### src/rtl/pwr_seq_pkg.sv
`timescale 1ns/1ps
package pwr_seq_pkg;
  localparam int IDLE_BIT = 0;
  localparam int DOWN_BIT = 1;

  typedef enum logic [1:0] {
    PM_RUN  = 2'd0,
    PM_IDLE = 2'd1,
    PM_DOWN = 2'd2
  } pmode_e;
endpackage

### src/rtl/pwr_mode_reg.sv
`timescale 1ns/1ps
module pwr_mode_reg
  import pwr_seq_pkg::*;
(
  input  logic       clk_i,
  input  logic       rst_ni,
  input  logic       we_i,
  input  logic [1:0] wdata_i,
  input  logic       irq_accept_i,
  input  logic       wake_ok_i,
  output logic [1:0] pmode_q_o,
  output pmode_e     mode_o,
  output logic       wake_done_o
);
  logic [1:0] pmode_q, pmode_d;
  logic       done_q;

  assign mode_o = pmode_q[DOWN_BIT] ? PM_DOWN :
                  pmode_q[IDLE_BIT] ? PM_IDLE : PM_RUN;

  always_comb begin
    pmode_d = pmode_q;
    unique case (mode_o)
      PM_RUN: begin
        if (we_i) begin
          // power-down wins when both bits are written
          if (wdata_i[DOWN_BIT])      pmode_d = 2'b10;
          else if (wdata_i[IDLE_BIT]) pmode_d = 2'b01;
          else                        pmode_d = 2'b00;
        end
      end
      PM_IDLE: if (irq_accept_i) pmode_d = 2'b00;
      PM_DOWN: if (wake_ok_i)    pmode_d = 2'b00;
      default:                   pmode_d = 2'b00;
    endcase
  end

  always_ff @(posedge clk_i or negedge rst_ni) begin
    if (!rst_ni) begin
      pmode_q <= 2'b00;
      done_q  <= 1'b0;
    end else begin
      pmode_q <= pmode_d;
      done_q  <= (mode_o == PM_DOWN) && wake_ok_i;
    end
  end

  assign pmode_q_o   = pmode_q;
  assign wake_done_o = done_q;

  AST_MODE_ONEHOT: assert property (@(posedge clk_i) disable iff (!rst_ni)
    $onehot0(pmode_q));

  AST_WRITE_BLOCKED: assert property (@(posedge clk_i) disable iff (!rst_ni)
    (pmode_q != 2'b00 && !wake_ok_i && !(pmode_q[IDLE_BIT] && irq_accept_i))
    |=> $stable(pmode_q));

  AST_IDLE_EXIT: assert property (@(posedge clk_i) disable iff (!rst_ni)
    (pmode_q == 2'b01 && irq_accept_i) |=> (pmode_q == 2'b00 && !done_q));

  AST_DOWN_ACCEPT_IGNORED: assert property (@(posedge clk_i) disable iff (!rst_ni)
    (pmode_q == 2'b10 && !wake_ok_i) |=> pmode_q == 2'b10);
endmodule

### src/rtl/pwr_wake_qual.sv
`timescale 1ns/1ps
module pwr_wake_qual #(
  parameter int NUM_EXT_IRQ = 2,
  parameter int HOLD_CYCLES = 1024
) (
  input  logic                   clk_i,
  input  logic                   rst_ni,
  input  logic                   in_down_i,
  input  logic [NUM_EXT_IRQ-1:0] ext_irq_ni,
  input  logic [NUM_EXT_IRQ-1:0] ext_irq_en_i,
  input  logic [NUM_EXT_IRQ-1:0] ext_irq_level_i,
  output logic                   wake_ok_o
);
  localparam int            CW     = $clog2(HOLD_CYCLES + 1);
  localparam logic [CW-1:0] HOLD_C = CW'(HOLD_CYCLES);

  logic [NUM_EXT_IRQ-1:0] pin_qual;
  logic                   wake_req;
  logic [CW-1:0]          cnt_q;

  for (genvar g = 0; g < NUM_EXT_IRQ; g++) begin : g_pin
    assign pin_qual[g] = ext_irq_en_i[g] & ext_irq_level_i[g] & ~ext_irq_ni[g];
  end

  assign wake_req = |pin_qual;

  // saturating hold counter; any release or leaving power-down restarts it
  always_ff @(posedge clk_i or negedge rst_ni) begin
    if (!rst_ni)                     cnt_q <= '0;
    else if (!in_down_i || !wake_req) cnt_q <= '0;
    else if (cnt_q != HOLD_C)        cnt_q <= cnt_q + 1'b1;
  end

  assign wake_ok_o = in_down_i && !wake_req && (cnt_q == HOLD_C);

  AST_CNT_RESTART: assert property (@(posedge clk_i) disable iff (!rst_ni)
    (in_down_i && !wake_req) |=> cnt_q == '0);

  AST_CNT_BOUND: assert property (@(posedge clk_i) disable iff (!rst_ni)
    cnt_q <= HOLD_C);

  AST_NO_WAKE_WHILE_HELD: assert property (@(posedge clk_i) disable iff (!rst_ni)
    wake_req |-> !wake_ok_o);
endmodule

### src/rtl/pwr_out_mux.sv
`timescale 1ns/1ps
module pwr_out_mux
  import pwr_seq_pkg::*;
(
  input  pmode_e mode_i,
  input  logic   cpu_addr_stb_i,
  input  logic   cpu_fetch_stb_i,
  output logic   cpu_clk_en_o,
  output logic   periph_clk_en_o,
  output logic   bus_addr_stb_o,
  output logic   bus_fetch_stb_o
);
  always_comb begin
    unique case (mode_i)
      PM_IDLE: begin
        cpu_clk_en_o    = 1'b0;
        periph_clk_en_o = 1'b1;
        bus_addr_stb_o  = 1'b1;
        bus_fetch_stb_o = 1'b1;
      end
      PM_DOWN: begin
        cpu_clk_en_o    = 1'b0;
        periph_clk_en_o = 1'b0;
        bus_addr_stb_o  = 1'b0;
        bus_fetch_stb_o = 1'b0;
      end
      default: begin
        cpu_clk_en_o    = 1'b1;
        periph_clk_en_o = 1'b1;
        bus_addr_stb_o  = cpu_addr_stb_i;
        bus_fetch_stb_o = cpu_fetch_stb_i;
      end
    endcase
  end
endmodule

### src/rtl/pwr_mode_seq.sv
`timescale 1ns/1ps
module pwr_mode_seq
  import pwr_seq_pkg::*;
#(
  parameter int NUM_EXT_IRQ = 2,
  parameter int HOLD_CYCLES = 1024
) (
  input  logic                   clk_i,
  input  logic                   rst_ni,
  input  logic                   pmode_we_i,
  input  logic [1:0]             pmode_wdata_i,
  input  logic                   irq_accept_i,
  input  logic [NUM_EXT_IRQ-1:0] ext_irq_ni,
  input  logic [NUM_EXT_IRQ-1:0] ext_irq_en_i,
  input  logic [NUM_EXT_IRQ-1:0] ext_irq_level_i,
  input  logic                   cpu_addr_stb_i,
  input  logic                   cpu_fetch_stb_i,
  output logic [1:0]             pmode_q_o,
  output logic                   cpu_clk_en_o,
  output logic                   periph_clk_en_o,
  output logic                   bus_addr_stb_o,
  output logic                   bus_fetch_stb_o,
  output logic                   wake_done_o
);
  pmode_e mode;
  logic   wake_ok;

  pwr_mode_reg u_mode_reg (
    .clk_i        (clk_i),
    .rst_ni       (rst_ni),
    .we_i         (pmode_we_i),
    .wdata_i      (pmode_wdata_i),
    .irq_accept_i (irq_accept_i),
    .wake_ok_i    (wake_ok),
    .pmode_q_o    (pmode_q_o),
    .mode_o       (mode),
    .wake_done_o  (wake_done_o)
  );

  pwr_wake_qual #(
    .NUM_EXT_IRQ (NUM_EXT_IRQ),
    .HOLD_CYCLES (HOLD_CYCLES)
  ) u_wake_qual (
    .clk_i           (clk_i),
    .rst_ni          (rst_ni),
    .in_down_i       (mode == PM_DOWN),
    .ext_irq_ni      (ext_irq_ni),
    .ext_irq_en_i    (ext_irq_en_i),
    .ext_irq_level_i (ext_irq_level_i),
    .wake_ok_o       (wake_ok)
  );

  pwr_out_mux u_out_mux (
    .mode_i          (mode),
    .cpu_addr_stb_i  (cpu_addr_stb_i),
    .cpu_fetch_stb_i (cpu_fetch_stb_i),
    .cpu_clk_en_o    (cpu_clk_en_o),
    .periph_clk_en_o (periph_clk_en_o),
    .bus_addr_stb_o  (bus_addr_stb_o),
    .bus_fetch_stb_o (bus_fetch_stb_o)
  );

  AST_DOWN_GATES_ALL: assert property (@(posedge clk_i) disable iff (!rst_ni)
    pmode_q_o[DOWN_BIT] |-> (!cpu_clk_en_o && !periph_clk_en_o &&
                             !bus_addr_stb_o && !bus_fetch_stb_o));

  AST_IDLE_LEVELS: assert property (@(posedge clk_i) disable iff (!rst_ni)
    (pmode_q_o == 2'b01) |-> (!cpu_clk_en_o && periph_clk_en_o &&
                              bus_addr_stb_o && bus_fetch_stb_o));

  AST_WAKE_PULSE_SINGLE: assert property (@(posedge clk_i) disable iff (!rst_ni)
    wake_done_o |=> !wake_done_o);

  AST_WAKE_FROM_DOWN: assert property (@(posedge clk_i) disable iff (!rst_ni)
    wake_done_o |-> (pmode_q_o == 2'b00 && $past(pmode_q_o[DOWN_BIT])));
endmodule

### config.mk
export PLATFORM = sky130hd
export DESIGN_NAME = pwr_mode_seq
export DESIGN_NICKNAME = d
export VERILOG_FILES = /design/src/rtl/pwr_seq_pkg.sv /design/src/rtl/pwr_mode_reg.sv /design/src/rtl/pwr_wake_qual.sv /design/src/rtl/pwr_out_mux.sv /design/src/rtl/pwr_mode_seq.sv
export SDC_FILE = /design/constraint.sdc
export NUM_CORES = 1
export LEC_CHECK = 0
export ABC_AREA = 0
export CORE_MARGIN = 2
export CORE_UTILIZATION = 49
export CTS_CLUSTER_DIAMETER = 60
export DETAILED_ROUTE_END_ITERATION = 6
export GPL_TIMING_DRIVEN = 0
export PLACE_DENSITY_LB_ADDON = 0.12
export SYNTH_ARGS = -nofsm -noshare
export SYNTH_HDL_FRONTEND = slang
export SYNTH_SLANG_ARGS = --single-unit
### constraint.sdc
create_clock -name clk_i -period 3.6 [get_ports clk_i]
set_input_delay 0.54 -clock clk_i [delete_from_list [all_inputs] [get_ports clk_i]]
set_output_delay 0.54 -clock clk_i [all_outputs]
set_load 0.05 [all_outputs]
==> results.py <==
metrics = {
    "sta": {
        "drv_slew": 0,
        "hold_slack_ns": 0.5882,
        "fin_crit_sh_pct": 69.26,
        "rsz0062_at_grt": "false",
        "relSlewSlack_pct": 58.41,
        "worst_slew_pin_slew_ns": 0.6219,
        "clock_skew_ns": 0.001754,
        "hold_viol_final": 0,
        "fin_crit_ns": 2.493,
        "finalSetupViolations": 0,
        "fmax_mhz": 401.1,
        "tns_ns": 0,
    },
    "floorplan": {
        "io_pins": 21,
        "core_area_mm2": 0.001471,
        "die_h_um": 43.14,
        "fp.dieW_um": 43.14,
        "initial_core_util_pct": 51.02,
        "die-area_mm2": 0.001861,
        "std_cell_rows": 14,
    },
    "finish": {
        "area.growth.synth_to_final_pct": 32.33,
        "layout-drive-gt1-share_pct": 10.58,
        "postLayoutCoreUtil_pct": 67.52,
        "multi_input_area_um2": 376.6,
        "regArea_um2": 350.3,
        "antenna_cells": 0,
        "finalNetCount": 122,
        "nFillCells": 113,
        "fin_cells": 120,
    },
    "worst_setup_path": {
        "reg2reg_setup_slack_ns": 2.20,
        "crit_path_end": "bus_addr_stb_o",
        "crit_type": "in -> out",
        "critPathRequiredTime_ns": 3.06,
        "path_max_fanout": 1,
        "worstSetupEndpointType": "output port",
        "start_kind": "primary input",
        "arrival_ns": 1.95,
        "ff2ff_path_depth": 4,
        "worstSetupStartpoint": "cpu_addr_stb_i",
        "reg2reg_to": "u_wake_qual.cnt_q[0]",
        "reg2reg_from": "u_wake_qual.cnt_q[3]",
    },
    "power_and_ir_drop": {
        "leakagePower_uw": 0.0004076,
        "p_switching_uw": 84.66,
        "sw_frac_of_total_pct": 27.34,
        "power_frac_comb_pct": 17.1,
        "fin_total_pwr_uw": 309.7,
        "ir_worst_vdd_v": 0.0001873,
        "pwr-share-clk_pct": 28.7,
        "powerDensity_mw_per_mm2": 311.7,
        "p_int_uw": 225.0,
        "p_seq_share_pct": 54.2,
    },
    "logic_synthesis": {
        "synth.net_count": 97,
        "synth_edf_count": 0,
        "synth_area_leaders": "dfrtp_1 (47%), nor2_1 (8.5%), xnor2_1 (7.0%)",
        "ys_ff_latch": 14,
        "synth_seq_area_share_pct": 46.67,
        "synthArstFlopShare_pct": 100.0,
        "yosys.area.top_type": "dfrtp_1",
        "yosys.area.top_type_share_pct": 46.67,
        "synthesis.area_um2": 750.7,
        "yosysWarnings": 0,
        "yosysMostFrequentCell": "nor2_1",
        "syn-instance-count": 81,
        "syn_area_per_cell_um2": 9.268,
        "netlist_top_cells_count": "nor2_1 (17), dfrtp_1 (14), xnor2_1 (6), nand2_1 (5), nand3_1 (5)",
        "ys_types": 26,
        "synth_ff_type": "dfrtp_1",
    },
    "run": {
        "max_cap_violations": 0,
    },
    "grt": {
        "grt_max_degree": 15,
        "grt_pass1_wl_mm": 2.663,
        "track_usage_pct": 19.19,
        "overflow": 0,
        "antenna_found_initial": 0,
        "grt_pass1_vias": 606,
    },
    "route": {
        "ant_nets": 0,
        "vias_per_cell": 5.375,
        "drtPass1Iterations": 4,
        "routed_wirelength_mm": 1.637,
        "num_vias": 645,
        "post_drt_wl_per_cell_um": 13.64,
        "post-route-drc-count": 0,
        "drtIter0Drc": 11,
    },
    "cts": {
        "clock_sinks": 14,
        "cts_buffers": 3,
        "clk_latency_ns": 0.28,
        "path_clk_slew_ns": 0.08,
        "cts_resized": 0,
        "cts_root_buf": "clkbuf_4",
        "h-tree-depth": 1,
        "post_cts_buffers": 0,
        "clockBufferDepth": 2,
        "cts_tree": "built",
        "ctsHoldBuffers": 0,
    },
    "worst_hold_path": {
        "hold_class": "reg -> reg",
    },
    "status": {
        "status": "complete, no violations",
    },
    "placed_design": {
        "numPlacedInstances": 117,
        "dp_hpwl_mm": 1.175,
        "io_buffer_count": 20,
        "place.gp.congestion": 0.7618,
    },
}
## layout make-up
cell class	count	share of cell area (%)
multi-input combinational	61	37.91
buffer	1	0.5038
clock buffer	3	2.267
timing repair buffer	20	20.15
inverter	5	1.889
sequential	14	35.26
tap	16	2.015
## kinds of logic after synthesis
logic type | Yosys count | synth area share (%)
AOI/OAI and AO/OA | 7 | 5.332
adders and majority gates | 2 | 3.333
xor gates and xnor gates | 8 | 9.334
DFF | 14 | 46.67
and+or+nand+nor | 43 | 30.83
buffers and inverters | 6 | 3.165
muxes | 1 | 1.333
## flip-flops by register name (all words and copies together), names as in the netlist
| signal | cells |
|---|---|
| u_wake_qual.cnt_q | 11 |
| u_mode_reg.wake_done_o | 1 |
| u_mode_reg.pmode_q_o | 2 |
## worst max-delay path: stages
cell             delay, ns
clkdlybuf4s50_1       0.45
nor2_1                0.04
nor2_1                0.10
clkdlybuf4s50_1       0.82
## stage by stage
step,setup WS (ns),cell area [µm²]
2_1_floorplan,1.608,750.7
3_3_place_gp,1.144,970.9
3_5_place_dp,1.106,970.9
4_1_cts,1.093,993.5
5_1_grt,1.059,993.5
6_report,1.107,993.5
## power groups by stage
stage	Clock, µW	Sequential (µW)	Combinational [µW]
final	88.9	168	52.9
after global routing	95.8	169	58.3
after CTS	91.3	168	53.3
after detailed placement	0	171	53.0
after global placement	0	171	52.1
after floorplan	0	180	16.3
## placed cells by master (no fill, tap or decap), types with 2 or more instances in the layout
| master | n |
|---|---|
| dfrtp_1 | 14 |
| or3_1 | 2 |
| clkbuf_4 | 3 |
| ha_1 | 2 |
| clkdlybuf4s50_1 | 20 |
| xnor2_1 | 6 |
| and3b_1 | 2 |
| nor4_2 | 2 |
| nand2_1 | 5 |
| nor2_1 | 17 |
| a21oi_1 | 3 |
| nor3_1 | 4 |
| nand3_1 | 5 |
| inv_1 | 4 |
| xor2_1 | 2 |
## worst min-delay path by stage
stage	startpoint	to	slack (ns)	depth (start not counted)
floorplan	rst_ni	u_mode_reg.pmode_q_o[0]	0.24	0
global placement	u_wake_qual.cnt_q[10]	u_wake_qual.cnt_q[10]	0.56	2
detailed placement	u_wake_qual.cnt_q[10]	u_wake_qual.cnt_q[10]	0.57	2
CTS	u_wake_qual.cnt_q[10]	u_wake_qual.cnt_q[10]	0.59	2
global route	u_wake_qual.cnt_q[10]	u_wake_qual.cnt_q[10]	0.61	2
finish	u_wake_qual.cnt_q[10]	u_wake_qual.cnt_q[10]	0.59	2
## layer usage
layer  wire (µm)  up-vias  track usage, %
li1            -      319               -
met1         770      310           25.68
met2         790       12           30.45
met3          54        4           3.830
met4          21        0           7.273
met5           0        -               0
Power figures use the tool's default switching activity.
